$ cat src/rtl/spi_hold_pkg.sv
// Shared definitions for the serial pause controller.
// Assumes every pin is sampled as one bit of a packed pin vector.
package spi_hold_pkg;
    typedef enum logic [1:0] {
        HC_IDLE    = 2'd0,
        HC_ACTIVE  = 2'd1,
        HC_HOLD    = 2'd2,
        HC_LOCKOUT = 2'd3
    } hc_state_e;

    localparam int PIN_W   = 4;
    localparam int IDX_CSN = 0;
    localparam int IDX_CLK = 1;
    localparam int IDX_HLD = 2;
    localparam int IDX_SDI = 3;
    // Idle pin levels: deselected, clock low, pause released, data low.
    localparam logic [PIN_W-1:0] PIN_IDLE = 4'b0101;
endpackage

$ cat src/rtl/spi_hold_sync.sv
// Multi-stage synchronizer for a vector of asynchronous pins.
// Assumes the pins are quasi-static compared with clk_i. Each bit is treated on its own.
module spi_hold_sync #(
    parameter int               WIDTH   = 4,
    parameter int               STAGES  = 2,
    parameter logic [WIDTH-1:0] RST_VAL = '0
) (
    input  logic             clk_i,
    input  logic             rst_ni,
    input  logic [WIDTH-1:0] d_i,
    output logic [WIDTH-1:0] q_o
);
    logic [WIDTH-1:0] stage_q [STAGES];

    for (genvar g = 0; g < STAGES; g++) begin : g_stage
        if (g == 0) begin : g_first
            // First capture of the raw pins.
            always_ff @(posedge clk_i) begin
                if (!rst_ni) stage_q[g] <= RST_VAL;
                else         stage_q[g] <= d_i;
            end
        end else begin : g_next
            // Later stages take the previous stage.
            always_ff @(posedge clk_i) begin
                if (!rst_ni) stage_q[g] <= RST_VAL;
                else         stage_q[g] <= stage_q[g-1];
            end
        end
    end

    assign q_o = stage_q[STAGES-1];
endmodule

$ cat src/rtl/spi_hold_edge.sv
// Rise and fall detector on a synchronized level.
// Assumes the input is already in the clk_i domain.
module spi_hold_edge #(
    parameter logic RST_VAL = 1'b1
) (
    input  logic clk_i,
    input  logic rst_ni,
    input  logic lvl_i,
    output logic rise_o,
    output logic fall_o
);
    logic prev_q;

    // Keep the previous sample for comparison.
    always_ff @(posedge clk_i) begin
        if (!rst_ni) prev_q <= RST_VAL;
        else         prev_q <= lvl_i;
    end

    assign rise_o = lvl_i & ~prev_q;
    assign fall_o = ~lvl_i & prev_q;
endmodule

$ cat src/rtl/spi_hold_fsm.sv
// Pause state machine. It qualifies entry and exit by the serial clock level,
// keeps pending flags for edges seen during a high clock phase, and enforces
// the lockout that follows a deselect during a pause.
// Assumes all inputs are synchronized to clk_i.
module spi_hold_fsm
    import spi_hold_pkg::*;
(
    input  logic      clk_i,
    input  logic      rst_ni,
    input  logic      cs_n_s,
    input  logic      sclk_s,
    input  logic      hold_n_s,
    input  logic      hold_fall,
    input  logic      hold_rise,
    output hc_state_e state_o,
    output logic      if_reset_o
);
    hc_state_e state_q, state_d;
    logic      pend_entry_q, pend_entry_d;
    logic      pend_exit_q, pend_exit_d;
    logic      rst_pulse_d;

    // Next-state and pending-flag decisions.
    always_comb begin
        state_d      = state_q;
        pend_entry_d = pend_entry_q;
        pend_exit_d  = pend_exit_q;
        rst_pulse_d  = 1'b0;
        case (state_q)
            HC_IDLE: begin
                pend_entry_d = 1'b0;
                pend_exit_d  = 1'b0;
                if (!cs_n_s) state_d = HC_ACTIVE;
            end
            HC_ACTIVE: begin
                if (cs_n_s) begin
                    state_d      = HC_IDLE;
                    pend_entry_d = 1'b0;
                end else if (pend_entry_q) begin
                    if (hold_n_s) begin
                        pend_entry_d = 1'b0;
                    end else if (!sclk_s) begin
                        state_d      = HC_HOLD;
                        pend_entry_d = 1'b0;
                    end
                end else if (hold_fall) begin
                    if (!sclk_s) state_d      = HC_HOLD;
                    else         pend_entry_d = 1'b1;
                end
            end
            HC_HOLD: begin
                if (cs_n_s) begin
                    state_d     = HC_LOCKOUT;
                    pend_exit_d = 1'b0;
                    rst_pulse_d = 1'b1;
                end else if (pend_exit_q) begin
                    if (!hold_n_s) begin
                        pend_exit_d = 1'b0;
                    end else if (!sclk_s) begin
                        state_d     = HC_ACTIVE;
                        pend_exit_d = 1'b0;
                    end
                end else if (hold_rise) begin
                    if (!sclk_s) state_d     = HC_ACTIVE;
                    else         pend_exit_d = 1'b1;
                end
            end
            HC_LOCKOUT: begin
                if (cs_n_s && hold_n_s) state_d = HC_IDLE;
            end
            default: state_d = HC_IDLE;
        endcase
    end

    // State, flag and reset-pulse registers.
    always_ff @(posedge clk_i) begin
        if (!rst_ni) begin
            state_q      <= HC_IDLE;
            pend_entry_q <= 1'b0;
            pend_exit_q  <= 1'b0;
            if_reset_o   <= 1'b0;
        end else begin
            state_q      <= state_d;
            pend_entry_q <= pend_entry_d;
            pend_exit_q  <= pend_exit_d;
            if_reset_o   <= rst_pulse_d;
        end
    end

    assign state_o = state_q;
endmodule

$ cat src/rtl/spi_hold_gate.sv
// Output gating toward the shift engine: the driver enable, the clock gate,
// and a data-in value that freezes while the path is gated.
// Assumes the state comes from spi_hold_fsm in the same clock domain.
module spi_hold_gate
    import spi_hold_pkg::*;
(
    input  logic      clk_i,
    input  logic      rst_ni,
    input  hc_state_e state_i,
    input  logic      sclk_s,
    input  logic      sdi_s,
    input  logic      drive_req_i,
    output logic      clk_gate_en_o,
    output logic      do_oe_o,
    output logic      sclk_int_o,
    output logic      sdi_int_o
);
    logic sdi_keep_q;

    assign clk_gate_en_o = (state_i == HC_IDLE) || (state_i == HC_ACTIVE);
    assign do_oe_o       = drive_req_i && (state_i == HC_ACTIVE);
    assign sclk_int_o    = sclk_s & clk_gate_en_o;
    assign sdi_int_o     = clk_gate_en_o ? sdi_s : sdi_keep_q;

    // Remember the last data-in value seen while the path was open.
    always_ff @(posedge clk_i) begin
        if (!rst_ni)            sdi_keep_q <= 1'b0;
        else if (clk_gate_en_o) sdi_keep_q <= sdi_s;
    end
endmodule

$ cat src/rtl/spi_hold_ctrl.sv
// Top of the serial pause controller: synchronizers, edge detection,
// the pause state machine and output gating.
// Assumes clk_i is several times faster than the serial clock.
module spi_hold_ctrl
    import spi_hold_pkg::*;
#(
    parameter int SYNC_STAGES = 2
) (
    input  logic clk_i,
    input  logic rst_ni,
    input  logic cs_n_i,
    input  logic sclk_i,
    input  logic hold_n_i,
    input  logic sdi_i,
    input  logic drive_req_i,
    output logic hold_active_o,
    output logic do_oe_o,
    output logic clk_gate_en_o,
    output logic sclk_int_o,
    output logic sdi_int_o,
    output logic if_reset_o
);
    logic [PIN_W-1:0] pins_raw, pins_s;
    logic             cs_n_s, sclk_s, hold_n_s, sdi_s;
    logic             hold_rise, hold_fall;
    hc_state_e        state;

    always_comb begin
        pins_raw          = '0;
        pins_raw[IDX_CSN] = cs_n_i;
        pins_raw[IDX_CLK] = sclk_i;
        pins_raw[IDX_HLD] = hold_n_i;
        pins_raw[IDX_SDI] = sdi_i;
    end

    spi_hold_sync #(
        .WIDTH  (PIN_W),
        .STAGES (SYNC_STAGES),
        .RST_VAL(PIN_IDLE)
    ) u_sync (
        .clk_i (clk_i),
        .rst_ni(rst_ni),
        .d_i   (pins_raw),
        .q_o   (pins_s)
    );

    assign cs_n_s   = pins_s[IDX_CSN];
    assign sclk_s   = pins_s[IDX_CLK];
    assign hold_n_s = pins_s[IDX_HLD];
    assign sdi_s    = pins_s[IDX_SDI];

    spi_hold_edge #(.RST_VAL(1'b1)) u_edge (
        .clk_i (clk_i),
        .rst_ni(rst_ni),
        .lvl_i (hold_n_s),
        .rise_o(hold_rise),
        .fall_o(hold_fall)
    );

    spi_hold_fsm u_fsm (
        .clk_i     (clk_i),
        .rst_ni    (rst_ni),
        .cs_n_s    (cs_n_s),
        .sclk_s    (sclk_s),
        .hold_n_s  (hold_n_s),
        .hold_fall (hold_fall),
        .hold_rise (hold_rise),
        .state_o   (state),
        .if_reset_o(if_reset_o)
    );

    spi_hold_gate u_gate (
        .clk_i        (clk_i),
        .rst_ni       (rst_ni),
        .state_i      (state),
        .sclk_s       (sclk_s),
        .sdi_s        (sdi_s),
        .drive_req_i  (drive_req_i),
        .clk_gate_en_o(clk_gate_en_o),
        .do_oe_o      (do_oe_o),
        .sclk_int_o   (sclk_int_o),
        .sdi_int_o    (sdi_int_o)
    );

    assign hold_active_o = (state == HC_HOLD);
endmodule

$ cat config.mk
export PLATFORM = sky130hd
export DESIGN_NAME = spi_hold_ctrl
export DESIGN_NICKNAME = d
export VERILOG_FILES = /design/src/rtl/spi_hold_pkg.sv /design/src/rtl/spi_hold_sync.sv /design/src/rtl/spi_hold_edge.sv /design/src/rtl/spi_hold_fsm.sv /design/src/rtl/spi_hold_gate.sv /design/src/rtl/spi_hold_ctrl.sv
export SDC_FILE = /design/constraint.sdc
export NUM_CORES = 1
export LEC_CHECK = 0
export BUFFER_PORTS_ARGS = -buffer_cell sky130_fd_sc_hd__buf_2
export CAP_MARGIN = 30
export CELL_PAD_IN_SITES_DETAIL_PLACEMENT = 1
export CELL_PAD_IN_SITES_GLOBAL_PLACEMENT = 1
export CORE_MARGIN = 2
export CORE_UTILIZATION = 40
export CTS_BUF_LIST = sky130_fd_sc_hd__clkbuf_16
export CTS_CLUSTER_SIZE = 28
export DETAILED_ROUTE_END_ITERATION = 10
export GPL_TIMING_DRIVEN = 0
export PLACE_DENSITY = 0.76
export SLEW_MARGIN = 20
export SYNTH_ARGS = -nofsm -noshare
export SYNTH_HDL_FRONTEND = slang
export SYNTH_HIERARCHICAL = 1
export SYNTH_SLANG_ARGS = --single-unit
export TNS_END_PERCENT = 100
$ cat constraint.sdc
create_clock -name clk_i -period 1.9 [get_ports clk_i]
set_input_delay 0.095 -clock clk_i [delete_from_list [all_inputs] [get_ports clk_i]]
set_output_delay 0.095 -clock clk_i [all_outputs]
set_load 0.03 [all_outputs]
# Word-level counts from Yosys, hierarchy flattened
# Memories as Yosys holds them, arrays and structs flattened.
# Index checks and enable logic that the tools add are counted.
[totals]
word_cells = 61
reg_bits = 7
in_bits = 7
n_memories = 1
mem_bits_rw = 8
output_inout_bits = 6
[mem_list]
columns = ["name", "depth", "word_bits", "read_ports", "rd_clocked_by_memory_dff", "wr", "line_no", "source"]
rows = [
  ["u_sync.stage_q", 2, 4, 2, 0, 2, "spi_hold_sync.sv:13", "logic [WIDTH-1:0] stage_q [STAGES];"],
]
[op_classes]
n_bitwise = 7
n_reduce_logical = 8
eq_ne = 9
n_mux = 30
[ops]
columns = ["cell", "n"]
rows = [
  ["2-bit two-way mux", 12],
  ["1-bit two-way mux", 13],
  ["4-bit two-way mux", 2],
  ["4-bit inequality test, second input constant", 2],
  ["2-bit one-hot mux with 4 select lines", 1],
  ["6-bit AND reduction", 1],
  ["2-bit == test, second input constant", 2],
  ["4-bit by 1-bit inequality test with 1-bit output, second input constant", 1],
  ["4-bit by 3-bit inequality test with 1-bit output, second input constant", 1],
  ["1-bit one-hot mux with 2 select lines", 2],
  ["2-bit nonzero test", 2],
  ["1-bit AND", 3],
  ["2-bit by 1-bit == test with 1-bit output, second input constant", 1],
  ["1-bit logical AND", 2],
  ["2-bit zero test", 1],
  ["2-bit by 1-bit inequality test with 1-bit output, second input constant", 1],
  ["2-bit inequality test, second input constant", 1],
  ["1-bit inverter", 2],
  ["1-bit OR", 2],
  ["2-bit AND reduction", 1],
  ["1-bit logical OR", 1],
]

# Logic depth before layout (Yosys ltp)
[depth]
word_depth = 6
mapped_depth = 5
ltp_nobuf = 5

# Cells and area by module
# The synthesis kept the hierarchy.
[modules_own_cells]
columns = ["module", "n_inst", "cells_each", "area_per_inst_um2", "seq_area_each_um2"]
rows = [
  ["spi_hold_fsm", 1, 39, 364.1, 100.1],
  ["spi_hold_sync", 1, 16, 210.2, 160.2],
  ["spi_hold_gate", 1, 6, 62.6, 20.0],
  ["spi_hold_edge", 1, 4, 38.8, 20.0],
  ["spi_hold_ctrl", 1, 1, 13.8, 0.0],
]

# Least setup slack after synthesis
# OpenSTA, ideal clock, no wires.
[synth_path]
path_kind = "reg2reg"
from = "mem u_sync.stage_q[1][2]"
to = "reg u_fsm.state_q[1] (netlist: u_fsm/state_o[1])"
stages_incl_launch_ff = 6
setup_slack_ps = 596
synth_period_minus_slack_ps = 1304
required_time_ps = 1785
setup_ps = 115
arrival_time_ps = 1189
path_buffers = 0
path_cell_list = "dfxtp_1 > nor2b_1 > mux2_2 > a211oi_2 > nor3_2 > o21a_1"
[synth_rtl]
columns = ["item", "line_no", "source"]
rows = [
  ["from (decl)", "spi_hold_sync.sv:13", ""],
  ["to (signal assigned)", "spi_hold_fsm.sv:83", "state_q <= state_d;"],
  ["to (decl)", "spi_hold_fsm.sv:18", "hc_state_e state_q, state_d;"],
]

# Worst setup path after layout
[layout_path]
from = "reg u_fsm.state_q[1] (netlist: u_fsm/state_o[1])"
to = "out sdi_int_o"
[layout_via]
elab_chain_cells = 3
word_cells_on_any_way = 4
classes_between = "eq/ne: 1; mux: 1; reduce/logical: 2"
[layout_rtl]
columns = ["item", "line_no", "source"]
rows = [
  ["2-bit by 1-bit == test with 1-bit output / 2-bit zero test (equally long branches)", "spi_hold_gate.sv:20", "assign clk_gate_en_o = (state_i == HC_IDLE) || (state_i == HC_ACTIVE);"],
  ["1-bit logical OR *", "spi_hold_gate.sv:20", ""],
  ["1-bit two-way mux *", "-", ""],
  ["to (decl)", "spi_hold_ctrl.sv:20", "output logic sdi_int_o,"],
]
# Mark *: on every way between the ends. The rest lies on a longest branch, timed or not.

==> metrics.txt <==
via count=504; Max Freq=677.4 MHz; die extent in y=45.52 um; full die area=between 2000 and 2500 um^2; Crit. End Element=output pin; synthesized cell area=689.4 um^2; grt met1 use=0.1574; Rows=14; share of layout cells above drive strength 1=0.3293; GRT Total Usage=0.1478; outcome=finished, final reports clean; sequential area share after synthesis=0.4356; count of final setup violators=0; Min Clock Period, post-route=1.476 ns; PortBufs=12; Hold Violations, Final=0; total gr overflow=0; global-route wire length before repair=around 2.0 mm; clk sink count=15; Post-CTS Setup Bufs=0; largest net degree at the start of global routing=17; Pins Over Slew Limit=0; Post-synth EDFFs=0; maximum clock insertion buffer count=2; DPL Wire Length=around 900 um; max-cap viol count=0; unrepaired setup endpoints after global routing=false; Peak VDD IR=0.001171 V; DIE WIDTH=45.52 um; pwr/cell area=1375 nW/um^2; Post-synth ARST share=0; Synth Warn #=6; DRT iter0 DRCs=4; drt total wl=1.217 mm; final RePlAce weighted congestion=between 0.6 and 0.7; Worst-path clk slew=0.05 ns; Pre-antenna DRT Iters=3; CTS tree=built; Starting Density=0.4422; antenna viol nets, final=0; setup TNS=0 ns; Residual DRC=0; Core Box Area=1559 um^2; Unique masters post-synth=29; fin crit share=0.7770; HP Class=input port to flop; Final Cell Area=848.3 um^2; clock root buffer=clkbuf_16; wire per inst=12.42 um; Num CTS Buffers=3; IO Pins=13; Post-Syn Instances=66; initial antenna violation count=0; max_slew headroom=0.6830; Avg Vias per Cell=5.143; GR Util met3=0.05952; slew at the pin with the worst max-slew slack=0.4749 ns; count of state elements after synthesis=15; antenna cells=0; post-cts sizing count=0; syn_area_per_cell=10.45 um^2; area growth from synthesis to layout=23.05%; clock latency on the worst-skew pair=0.25 ns; Crit Path Max Fanout=12; M2 GR Usage=0.2338; CTS Hold Bufs=0; Post-synth top flop=dfxtp_1; WP data arrival=around 1.4 ns; H-tree depth=1; clock skew=0.001589 ns; GR peak layer=met2; Static Leak=around 0.37 nW; Nets=90; critical path class=flop to output pin; placed inst area=between 700 and 800 um^2; CP Data Required Time=between 1.5 and 2 ns; syn_nets=73; Worst setup SP type=flop; vias in the first global route=476
## cell type report
cell class                 count  area [um^2]
timing repair buffer          12        60.06
tap                           16        20.02
fill                         170        710.7
inverter                       3        11.26
buffer                         1        11.26
sequential                    15        300.3
multi-input combinational     47        366.6
clock buffer                   3        75.07
clock inverter                 1        3.754
## registers in the layout (all words and copies together), names as in the netlist
| name | cells |
|---|---|
| u_edge/prev_q | 1 |
| u_fsm/pend_exit_q | 1 |
| u_sync/stage_q | 8 |
| u_gate/sdi_keep_q | 1 |
| u_fsm/state_o | 2 |
| u_fsm/if_reset_o | 1 |
| u_fsm/pend_entry_q | 1 |
## power by group
part	switching (mW)	internal [mW]
Combinational	0.187	0.158
Sequential	0.0664	0.351
Clock	0.126	0.278
Total	0.379	0.787
## placed cells by master (no fill, tap or decap), types with 2 or more instances in the layout
cell and instances:
buf_2 12, nor2_1 3, nor2b_1 3, and2_1 4, nor3b_2 2, clkbuf_16 3
a21oi_1 5, inv_1 4, dfxtp_1 15, nand2b_1 7, nand2_1 4
## cells by family (layout without fill, tap and decap cells)
group,count (synthesis),in the layout,share of synthesized area
AOI/OAI and AO/OA,11,11,0.1416
buffers and inverters,4,20,0.03267
DFF,15,15,0.4356
muxes,3,3,0.05262
and+or+nand+nor,33,33,0.3375
## through the flow
stage	setup WS (ns)	hold WS, ns	power [mW]	util	instances
4_1_cts	0.4073	0.02499	1.189	0.5441	98
6_report	0.4237	0.02912	1.166	0.5441	98
2_1_floorplan	0.5964	0.1680	0.6877	-	66
3_3_place_gp	0.4925	0.2773	0.7563	0.4936	94
3_5_place_dp	0.4466	0.2813	0.7690	0.4936	94
5_1_grt	0.3475	0.02870	1.228	0.5441	98
## synth_stat cells, types with 2 or more instances
cell type / instances / area (um^2)
nor2b_1: 3 / 18.77
nand2b_1: 7 / 43.79
nor3b_2: 2 / 25.02
nand2_1: 4 / 15.01
nor2_1: 3 / 11.26
a21oi_1: 5 / 25.02
dfxtp_1: 15 / 300.3
inv_1: 3 / 11.26
and2_1: 4 / 25.02
## worst max-delay path, stage by stage (launching register included)
cell     delay [ns]
dfxtp_1        0.61
mux2_4         0.35
buf_2          0.18
## per-layer routing
layer  vias up  wire (um)
met4         0         27
met2         8        585
met1       231        550
li1        262          -
met3         3         53
met5         -          0
## final timing paths
path,start,end,slack [ns],cells after the start
hold reg to reg,u_sync/stage_q[0][0]$_SDFF_PN1_,u_sync/stage_q[1][0]$_SDFF_PN1_,0.41,1
setup reg to reg,u_sync/stage_q[1][2]$_SDFF_PN1_,u_fsm/state_o[1]$_SDFFE_PN0P_,0.45,5
hold / removal,cs_n_i,u_sync/stage_q[0][0]$_SDFF_PN1_,0.03,2
setup / recovery,u_fsm/state_o[1]$_SDFFE_PN0P_,sdi_int_o,0.42,2
Power figures use the tool's default switching activity.
